<file path="config.mk">
export PLATFORM = sky130hd
export DESIGN_NAME = srx_path
export DESIGN_NICKNAME = d
export VERILOG_FILES = /design/src/rtl/srx_pkg.sv /design/src/rtl/srx_shifter.sv /design/src/rtl/srx_buffer.sv /design/src/rtl/srx_path.sv
export SDC_FILE = /design/constraint.sdc
export NUM_CORES = 1
export LEC_CHECK = 0
export ABC_AREA = 1
export ABC_CLOCK_PERIOD_IN_PS = 7400
export BUFFER_PORTS_ARGS = -buffer_cell sky130_fd_sc_hd__buf_2
export CAP_MARGIN = 20
export CORE_ASPECT_RATIO = 0.75
export CORE_MARGIN = 8
export CORE_UTILIZATION = 46
export DETAILED_ROUTE_END_ITERATION = 10
export GPL_TIMING_DRIVEN = 0
export PLACE_DENSITY = 0.7
export SLEW_MARGIN = 20
export SYNTH_ARGS = -nofsm -noshare
export SYNTH_HDL_FRONTEND = slang
export SYNTH_SLANG_ARGS = --single-unit
</file>
<file path="constraint.sdc">
create_clock -name clk -period 7.4 [get_ports clk]
set_clock_uncertainty 0.15 [all_clocks]
set_input_delay 0.74 -clock clk [delete_from_list [all_inputs] [get_ports clk]]
set_output_delay 0.74 -clock clk [all_outputs]
set_load 0.05 [all_outputs]
</file>
<file path="src/rtl/srx_pkg.sv">
package srx_pkg;
    typedef enum logic {
        SH_IDLE,
        SH_ACCUM
    } sh_state_t;

    typedef enum logic [1:0] {
        BUF_EMPTY,
        BUF_ONE,
        BUF_FULL
    } buf_state_t;
endpackage

</file>
<file path="src/rtl/srx_shifter.sv">
module srx_shifter
    import srx_pkg::*;
#(
    parameter int DATA_W  = 16,
    parameter int MIN_LEN = 4,
    localparam int LEN_W  = $clog2(DATA_W),
    localparam int CNT_W  = $clog2(DATA_W + 1)
) (
    input  logic              clk,
    input  logic              rst_n,
    input  logic [LEN_W-1:0]  cfg_len,
    input  logic              cfg_msb_first,
    input  logic              bit_valid,
    input  logic              bit_in,
    input  logic              frame_end,
    output logic              push_valid,
    output logic [DATA_W-1:0] push_word
);
    sh_state_t         state_q, state_d;
    logic [CNT_W-1:0]  cnt_q, cnt_base, cnt_nxt, eff_len;
    logic [DATA_W-1:0] word_q, word_base, word_nxt;

    // effective word length, clamped to the minimum
    always_comb begin
        if (cfg_len < LEN_W'(MIN_LEN - 1)) begin
            eff_len = CNT_W'(MIN_LEN);
        end else begin
            eff_len = CNT_W'(cfg_len) + CNT_W'(1);
        end
    end

    // datapath: next word and push decision
    always_comb begin
        cnt_base  = (state_q == SH_IDLE) ? '0 : cnt_q;
        word_base = (state_q == SH_IDLE) ? '0 : word_q;
        cnt_nxt   = cnt_base + CNT_W'(bit_valid);
        word_nxt  = word_base;
        if (bit_valid) begin
            if (cfg_msb_first) begin
                word_nxt = {word_base[DATA_W-2:0], bit_in};
            end else begin
                word_nxt[cnt_base[LEN_W-1:0]] = bit_in;
            end
        end
        push_valid = (bit_valid && (cnt_nxt == eff_len))
                   || (frame_end && (cnt_nxt != '0));
        push_word  = word_nxt;
    end

    // next-state logic
    always_comb begin
        state_d = state_q;
        unique case (state_q)
            SH_IDLE:  if (bit_valid && !push_valid) state_d = SH_ACCUM;
            SH_ACCUM: if (push_valid)               state_d = SH_IDLE;
            default:  state_d = SH_IDLE;
        endcase
    end

    // state register
    always_ff @(posedge clk or negedge rst_n) begin
        if (!rst_n) begin
            state_q <= SH_IDLE;
        end else begin
            state_q <= state_d;
        end
    end

    // accumulator registers
    always_ff @(posedge clk or negedge rst_n) begin
        if (!rst_n) begin
            cnt_q  <= '0;
            word_q <= '0;
        end else if (push_valid) begin
            cnt_q  <= '0;
            word_q <= '0;
        end else if (bit_valid) begin
            cnt_q  <= cnt_nxt;
            word_q <= word_nxt;
        end
    end
endmodule

</file>
<file path="src/rtl/srx_buffer.sv">
module srx_buffer
    import srx_pkg::*;
#(
    parameter int DATA_W = 16
) (
    input  logic              clk,
    input  logic              rst_n,
    input  logic              push_valid,
    input  logic [DATA_W-1:0] push_word,
    input  logic              rd_en,
    output logic [DATA_W-1:0] rd_data,
    output logic              rd_valid,
    output logic              overrun
);
    buf_state_t        state_q, state_d;
    logic [DATA_W-1:0] head_q, head_d, tail_q, tail_d;
    logic              ovr_q, ovr_d;
    logic              pop;

    assign pop = rd_en && (state_q != BUF_EMPTY);

    // next-state and entry update
    always_comb begin
        state_d = state_q;
        head_d  = head_q;
        tail_d  = tail_q;
        ovr_d   = pop ? 1'b0 : ovr_q;
        unique case (state_q)
            BUF_EMPTY: begin
                if (push_valid) begin
                    head_d  = push_word;
                    state_d = BUF_ONE;
                end
            end
            BUF_ONE: begin
                if (push_valid && pop) begin
                    head_d = push_word;
                end else if (push_valid) begin
                    tail_d  = push_word;
                    state_d = BUF_FULL;
                end else if (pop) begin
                    state_d = BUF_EMPTY;
                end
            end
            BUF_FULL: begin
                if (pop) begin
                    head_d = tail_q;
                    if (push_valid) begin
                        tail_d = push_word;
                    end else begin
                        state_d = BUF_ONE;
                    end
                end else if (push_valid) begin
                    ovr_d = 1'b1;
                end
            end
            default: state_d = BUF_EMPTY;
        endcase
    end

    // state register
    always_ff @(posedge clk or negedge rst_n) begin
        if (!rst_n) begin
            state_q <= BUF_EMPTY;
            head_q  <= '0;
            tail_q  <= '0;
            ovr_q   <= 1'b0;
        end else begin
            state_q <= state_d;
            head_q  <= head_d;
            tail_q  <= tail_d;
            ovr_q   <= ovr_d;
        end
    end

    // outputs
    always_comb begin
        rd_valid = (state_q != BUF_EMPTY);
        rd_data  = rd_valid ? head_q : '0;
        overrun  = ovr_q;
    end
endmodule

</file>
<file path="src/rtl/srx_path.sv">
module srx_path #(
    parameter int DATA_W = 16,
    localparam int LEN_W = $clog2(DATA_W)
) (
    input  logic              clk,
    input  logic              rst_n,
    input  logic [LEN_W-1:0]  cfg_len,
    input  logic              cfg_msb_first,
    input  logic              bit_valid,
    input  logic              bit_in,
    input  logic              frame_end,
    input  logic              rd_en,
    output logic [DATA_W-1:0] rd_data,
    output logic              rd_valid,
    output logic              overrun
);
    logic              push_valid;
    logic [DATA_W-1:0] push_word;

    srx_shifter #(.DATA_W(DATA_W)) u_shifter (
        .clk           (clk),
        .rst_n         (rst_n),
        .cfg_len       (cfg_len),
        .cfg_msb_first (cfg_msb_first),
        .bit_valid     (bit_valid),
        .bit_in        (bit_in),
        .frame_end     (frame_end),
        .push_valid    (push_valid),
        .push_word     (push_word)
    );

    srx_buffer #(.DATA_W(DATA_W)) u_buffer (
        .clk        (clk),
        .rst_n      (rst_n),
        .push_valid (push_valid),
        .push_word  (push_word),
        .rd_en      (rd_en),
        .rd_data    (rd_data),
        .rd_valid   (rd_valid),
        .overrun    (overrun)
    );
endmodule

</file>
==> results_dict.tcl, run 1 <==
set metrics [dict create \
    p_leak_nw 2.17 \
    peakVddDrop_mv 0.201 \
    htree_levels 3 \
    slew_violations 0 \
    ys_types 20 \
    ctsResizeCount 0 \
    vias 3553 \
    io_pins 29 \
    grt_max_degree 58 \
    synth_cells 529 \
    core-area_um2 7360 \
    yosysSeqAreaShare_pct 40.9 \
    cts_buffer_depth 2 \
    slowest_stage "nor2_1" \
    cts_buffers 9 \
    start_kind "flop" \
    finalWirelength_um 9420 \
    gr-total-overflow 0 \
    cts_setup_buffers 0 \
    max_clock_freq_mhz 348 \
    syn_area_um2 3490 \
    final_nets 581 \
    cts.sinks 57 \
    grtUsageTotal_pct 19.2 \
    root_buffer "clkbuf_8" \
    grt_pass1_wl_um 16400 \
    synth_warnings 0 \
    finalSetupTns_ns 0 \
    path_class "flop to output port" \
    rr_worst_depth 18 \
    tightest_slew_ns 0.735 \
    antenna_found_initial 0 \
    wire_per_inst_um 14.0 \
    power_density_nw_per_um2 357 \
    place_hpwl_um 7180 \
    drt_iter0_markers 325 \
    gp_congestion 0.903 \
    hold_violations 0 \
    rows 27 \
    maxCapViolCount 0 \
    fin_crit_sh_pct 38.8 \
    outcome "complete, no violations" \
    critPathLaunch "u_buffer.state_q[1]" \
    path_clk_slew_ns 0.08 \
    r2r-start "u_shifter.state_q" \
    critPathArrivalTime_ns 1.98 \
    path_cells "nor2_1 -> clkbuf_1 -> nor2_1 -> buf_2" \
    drtPass1Iterations 5 \
    syn_avg_cell_area_um2 6.60 \
    initial_core_util_pct 47.4 \
    end_kind "output port" \
    multi_input_area_um2 1720 \
    drc 0 \
    timing.hold.ws_ns 0.307 \
    die_h_um 91.4 \
    final_antenna_net_count 0 \
    rsz0062_at_grt "false" \
    num-fill-cells 768 \
    r2r_slack_ns 4.55 \
    synth-seq-cells 57 \
    die_w_um 117 \
    cts-hold-fix-buffers 0 \
    numPortBuffers 28 \
    syn2layout_area_growth_pct 14.7 \
    clock_latency_ns 0.35 \
    final_layout_size_suffix_gt1_share_pct 10.1 \
    seq_area_um2 1430 \
    grt_pass1_vias 3452 \
    reg2reg_to "u_buffer.head_q[12]" \
    diodes 0 \
    path_max_fanout 10 \
    cts_tree "built" \
    fin_crit_ns 2.87 \
    dieArea_um2 10700 \
    via_per_inst 5.27 \
    finalSetupViolCount 0 \
    hold_class "input port to asynchronous set/reset pin" \
    slew_headroom_pct 51.0 \
    slowest_delay_ns 0.51 \
    synth_nets 542 \
    cp-endpoint "rd_data[12]" \
    path_common_cell "nor2_1" \
    cp_data_required_time_ns 6.51 \
]
[metrics by stage]
| step | utilization [%] | instance area (um^2) | setup WS, ns | total power [W] | cells |
|---|---|---|---|---|---|
| 4_1_cts | 54.4 | 4000 | 4.49 | 0.00144 | 674 |
| 3_5_place_dp | 51.1 | 3760 | 4.53 | 0.00107 | 658 |
| 5_1_grt | 54.4 | 4000 | 4.25 | 0.00154 | 674 |
| 3_3_place_gp | 51.0 | 3760 | 4.59 | 0.00106 | 658 |
| 2_1_floorplan | - | 3490 | 5.02 | 0.000915 | 529 |
| 6_report | 54.4 | 4000 | 4.53 | 0.00143 | 674 |
[sequential cells by signal (all words and copies together) (netlist names)]
register / flops
u_buffer.overrun: 1
u_buffer.head_q: 16
u_buffer.state_q: 2
u_shifter.word_q: 16
u_buffer.tail_q: 16
u_shifter.cnt_q: 5
u_shifter.state_q: 1
[layout make-up]
class / instances / share of cell area [%]
Tap cell: 101 / 3.16
Inverter: 63 / 5.91
Clock buffer: 11 / 3.53
Buffer: 25 / 2.75
Timing Repair Buffer: 28 / 3.56
Multi-Input combinational cell: 384 / 42.9
Clock inverter: 5 / 2.56
Sequential cell: 57 / 35.6
[cell usage in the layout, fill, tap and decap left out, drive strengths merged]
| cell | netlist | final |
|---|---|---|
| nand4 | 2 | 2 |
| nand3 | 25 | 25 |
| nand3b | 1 | 1 |
| clkbuf | 16 | 27 |
| clkinvlp | 0 | 1 |
| a31oi | 14 | 14 |
| buf | 9 | 37 |
| a21oi | 47 | 47 |
| a211oi | 5 | 5 |
| dfrtp | 57 | 57 |
| nand2 | 163 | 163 |
| o21ai | 51 | 51 |
| inv | 63 | 63 |
| bufinv | 0 | 3 |
| clkinv | 0 | 1 |
| ha | 2 | 2 |
| nor2 | 74 | 74 |
[routing by layer]
| metal | GRT usage, % | part of all wire (%) |
|---|---|---|
| met1 | 26.9 | 48 |
| met2 | 28.5 | 43 |
| met5 | 0 | 0 |
| met4 | 5.53 | 1.5 |
| met3 | 4.56 | 7.5 |
[worst max-delay path, delay by kind of cell, from the launching register on]
kind          cells  cell delay (ns)
flops             1             0.40
simple gates      2             0.59
buf+inv           2             0.65
[synth_stat cells (all sizes together)]
library cell | number | share of area, %
o21ai | 51 | 7.3
a21oi | 47 | 6.7
inv | 63 | 6.8
nand4 | 2 | 0.36
nand2 | 163 | 18
a31oi | 14 | 2.5
buf | 9 | 1.4
a211oi | 5 | 1.1
clkbuf | 16 | 1.7
ha | 2 | 0.72
nand3 | 25 | 3.6
nand3b | 1 | 0.22
dfrtp | 57 | 41
nor2 | 74 | 8.4
[power breakdown]
group	leakage [nW]	switching [W]	total, W	internal (W)
Sequential	0.755	0.0000590	0.000469	0.000410
Combinational	1.30	0.000431	0.000598	0.000166
Clock	0.120	0.000131	0.000363	0.000232
[cell families after synthesis]
kind of cell	count (synthesis)	synth area share [%]
compound gates	117	17.6
buf+inv	88	9.93
simple gates	265	30.9
flops	57	40.9
fa+ha+maj	2	0.717
[how the worst min path moves through the flow]
stage,end,cells after the start
finish,u_shifter.cnt_q[4],1
global route,u_shifter.cnt_q[4],1
CTS,u_shifter.cnt_q[4],1
detailed placement,u_buffer.tail_q[6],2
global placement,u_buffer.tail_q[13],2
floorplan,u_buffer.head_q[0],0
Note: power is estimated with default switching activity, not from simulation.
==> run 2, diff against run 1 <==
--- a/config.mk
+++ b/config.mk
@@ -5,8 +5,8 @@
 export SDC_FILE = /design/constraint.sdc
 export NUM_CORES = 1
 export LEC_CHECK = 0
-export ABC_AREA = 1
-export ABC_CLOCK_PERIOD_IN_PS = 7400
+export ABC_AREA = 0
+export ABC_CLOCK_PERIOD_IN_PS = 2550
 export BUFFER_PORTS_ARGS = -buffer_cell sky130_fd_sc_hd__buf_2
 export CAP_MARGIN = 20
 export CORE_ASPECT_RATIO = 0.75
@@ -14,7 +14,7 @@
 export CORE_UTILIZATION = 46
 export DETAILED_ROUTE_END_ITERATION = 10
 export GPL_TIMING_DRIVEN = 0
-export PLACE_DENSITY = 0.7
+export PLACE_DENSITY = 0.72
 export SLEW_MARGIN = 20
 export SYNTH_ARGS = -nofsm -noshare
 export SYNTH_HDL_FRONTEND = slang
==> constraint.sdc (replaced) <==
create_clock -name clk -period 2.55 [get_ports clk]
set_clock_uncertainty 0.15 [all_clocks]
set_input_delay 0.255 -clock clk [delete_from_list [all_inputs] [get_ports clk]]
set_output_delay 0.255 -clock clk [all_outputs]
set_load 0.05 [all_outputs]
==> results_dict.tcl, run 2 <==
set metrics [dict create \
    placedCellCount 566 \
    synth_nets 447 \
    fin_crit_sh_pct 117 \
    final_common_cell "dfrtp_1" \
    multi_input_area_um2 2350 \
    path_clk_slew_ns 0.07 \
    hold_violations 0 \
    synth_top_area_cell "dfrtp_1" \
    syn2layout_area_growth_pct 30.5 \
    synth_cells 434 \
    synth_common_cells "dfrtp_1 (57), a21oi_1 (55), nand2_1 (43), nor2_1 (43), nor2b_1 (31)" \
    cts_buffer_depth 2 \
    top_regs "u_buffer.head_q (16), u_buffer.tail_q (16), u_shifter.word_q (16)" \
    r2r-start "u_shifter.state_q" \
    p_leak_nw 2.08 \
    fin_crit_ns 2.97 \
    seq_area_um2 1430 \
    slowest_stage "or4_4" \
    yosys-top-cells-area "dfrtp_1 (39%), a21oi_1 (7.5%), nor2b_1 (5.3%)" \
    rr_worst_depth 15 \
    grt_pass1_vias 3605 \
    path_buf_inv 6 \
    slew_violations 0 \
    finalSetupViolCount 47 \
    stdcell_count 603 \
    min_path_cells 4 \
    critPathLaunch "u_shifter.state_q" \
    final_nets 507 \
    drtPass1Iterations 5 \
    initial_core_util_pct 46.9 \
    ys_types 45 \
    dieArea_um2 11100 \
    min_to "u_buffer.state_q[1]" \
    end_kind "flop" \
    synth_edf_count 0 \
    r2r_slack_ns -0.42 \
    cts_buffers 9 \
    hold_class "input port to flop" \
    crit_family "buffers and inverters" \
    grt_max_degree 58 \
    clock_latency_ns 0.34 \
    synthFlopType "dfrtp_1" \
    grt_pass1_wl_um 18500 \
    cts.sinks 57 \
    wire_per_inst_um 19.8 \
    critPathArrivalTime_ns 3.02 \
    finalWirelength_um 11900 \
    slowest_delay_ns 0.42 \
    maxCapViolCount 0 \
    num-fill-cells 648 \
    diodes 0 \
    setup_ws_ns -0.421 \
    reg2reg_to "u_buffer.tail_q[9]" \
    peakVddDrop_mv 0.781 \
    final_antenna_net_count 0 \
    slew_headroom_pct 48.1 \
    path_class "flop to flop" \
    syn_avg_cell_area_um2 8.44 \
    gp_congestion 0.929 \
    htree_levels 3 \
    path_common_cell "buf_6" \
    max_clock_freq_mhz 337 \
    place_hpwl_um 7350 \
    outcome "finished, violations left" \
    syn_area_um2 3660 \
    root_buffer "clkbuf_8" \
    final_cell_area_um2 4780 \
    core-area_um2 7810 \
    synth_warnings 0 \
    power_density_nw_per_um2 1050 \
    grtUsageTotal_pct 20.5 \
    final_util_pct 61.2 \
    place_ws_ns -0.561 \
    numPortBuffers 27 \
    die_w_um 119 \
    synth.most_common_cell "dfrtp_1" \
    synth_async_sr_flop_share_pct 100 \
    gr-total-overflow 0 \
    rsz0062_at_grt "true" \
    synth-seq-cells 57 \
    antenna_found_initial 0 \
    dpl_cell_area_um2 3970 \
    vias 3703 \
    failed_checks "setup timing" \
    cts_tree "built" \
    drc 0 \
    cp_data_required_time_ns 2.60 \
    path_cells "buf_6 -> and2_4 -> ha_4 -> nand4_1 -> mux2i_4 -> or4_4 -> o21ai_2 -> o21ai_2 -> buf_6 -> buf_6 -> buf_6 -> buf_12 -> buf_8 -> a21oi_4 -> a31oi_1" \
    timing.hold.ws_ns 0.148 \
    die_h_um 93.3 \
    final_layout_size_suffix_gt1_share_pct 29.9 \
    rows 28 \
    yosysSeqAreaShare_pct 38.9 \
    drt_iter0_markers 401 \
    via_per_inst 6.14 \
    start_kind "flop" \
    io_pins 29 \
    path_max_fanout 7 \
    yosys.area.top_type_share_pct 38.9 \
    hold_start "rd_en" \
    tightest_slew_ns 0.778 \
    mostFrequentLayoutCells "dfrtp_1 (56), a21oi_1 (42), nor2_1 (41)" \
]
## run 2: final cells by class
type                    instances  area share, %
clock buffers                  13           3.74
flip-flops and latches         57           29.8
clock inverters                 2          0.732
inverters                       7          0.549
multi-input cells             331           49.2
plain buffers                  35           4.50
repair buffers                 53           8.68
well taps                     105           2.75
## run 2: power by group
part           internal [W]  switching [W]
sequential          0.00121       0.000249
clock              0.000552       0.000375
combinational       0.00112        0.00151
total               0.00289        0.00213
## run 2: logic make-up after synthesis
| group | after synthesis | share of synthesized area (%) |
|---|---|---|
| compound gates | 136 | 22.5 |
| mux | 31 | 10.3 |
| buf+inv | 46 | 5.50 |
| simple gates | 158 | 21.1 |
| fa+ha+maj | 2 | 0.683 |
| flops | 57 | 38.9 |
| xor+xnor | 4 | 0.956 |
## run 2: worst register-to-register path, stage by stage, from the launching register on
cell and delay [ns]:
dfrtp_1 0.37, buf_6 0.11, and2_4 0.14, ha_4 0.15, nand4_1 0.18, mux2i_4 0.26, or4_4 0.42, o21ai_2 0.14
o21ai_2 0.07, buf_6 0.14, buf_6 0.12, buf_6 0.12, buf_12 0.14, buf_8 0.14, a21oi_4 0.13, a31oi_1 0.06
## run 2: what timing repair did
item	4_1_cts	5_1_grt
hold endpoints to repair	57	0
resized for setup	47	63
hold buffers	1	0
gates cloned	2	0
buffers inserted	16	9
pin swaps	8	13
setup endpoints to repair	57	66
## run 2: worst max-delay path by stage
stage	endpoint	cells after the start	slack, ns
4_1_cts	u_buffer.head_q[14]	13	-0.40
2_1_floorplan	u_buffer.head_q[0]	12	-0.24
5_1_grt	u_buffer.tail_q[9]	15	-0.52
6_report	u_buffer.tail_q[9]	15	-0.42
3_3_place_gp	u_buffer.head_q[15]	12	-0.48
3_5_place_dp	u_buffer.head_q[11]	12	-0.56
## run 2: metrics by stage
stage,power (W),setup TNS (ns)
floorplan,0.00289,-3.13
global placement,0.00332,-18.79
detailed placement,0.00338,-23.82
CTS,0.00471,-13.75
global route,0.00526,-19.39
finish,0.00502,-13.54
## run 2: layer usage
metal	share of wire, %	wire length (um)	global-route usage [%]
met1	44	5190	26.8
met4	1.3	151	5.04
met5	0	0	0
met3	7.5	890	5.96
met2	48	5690	32.9
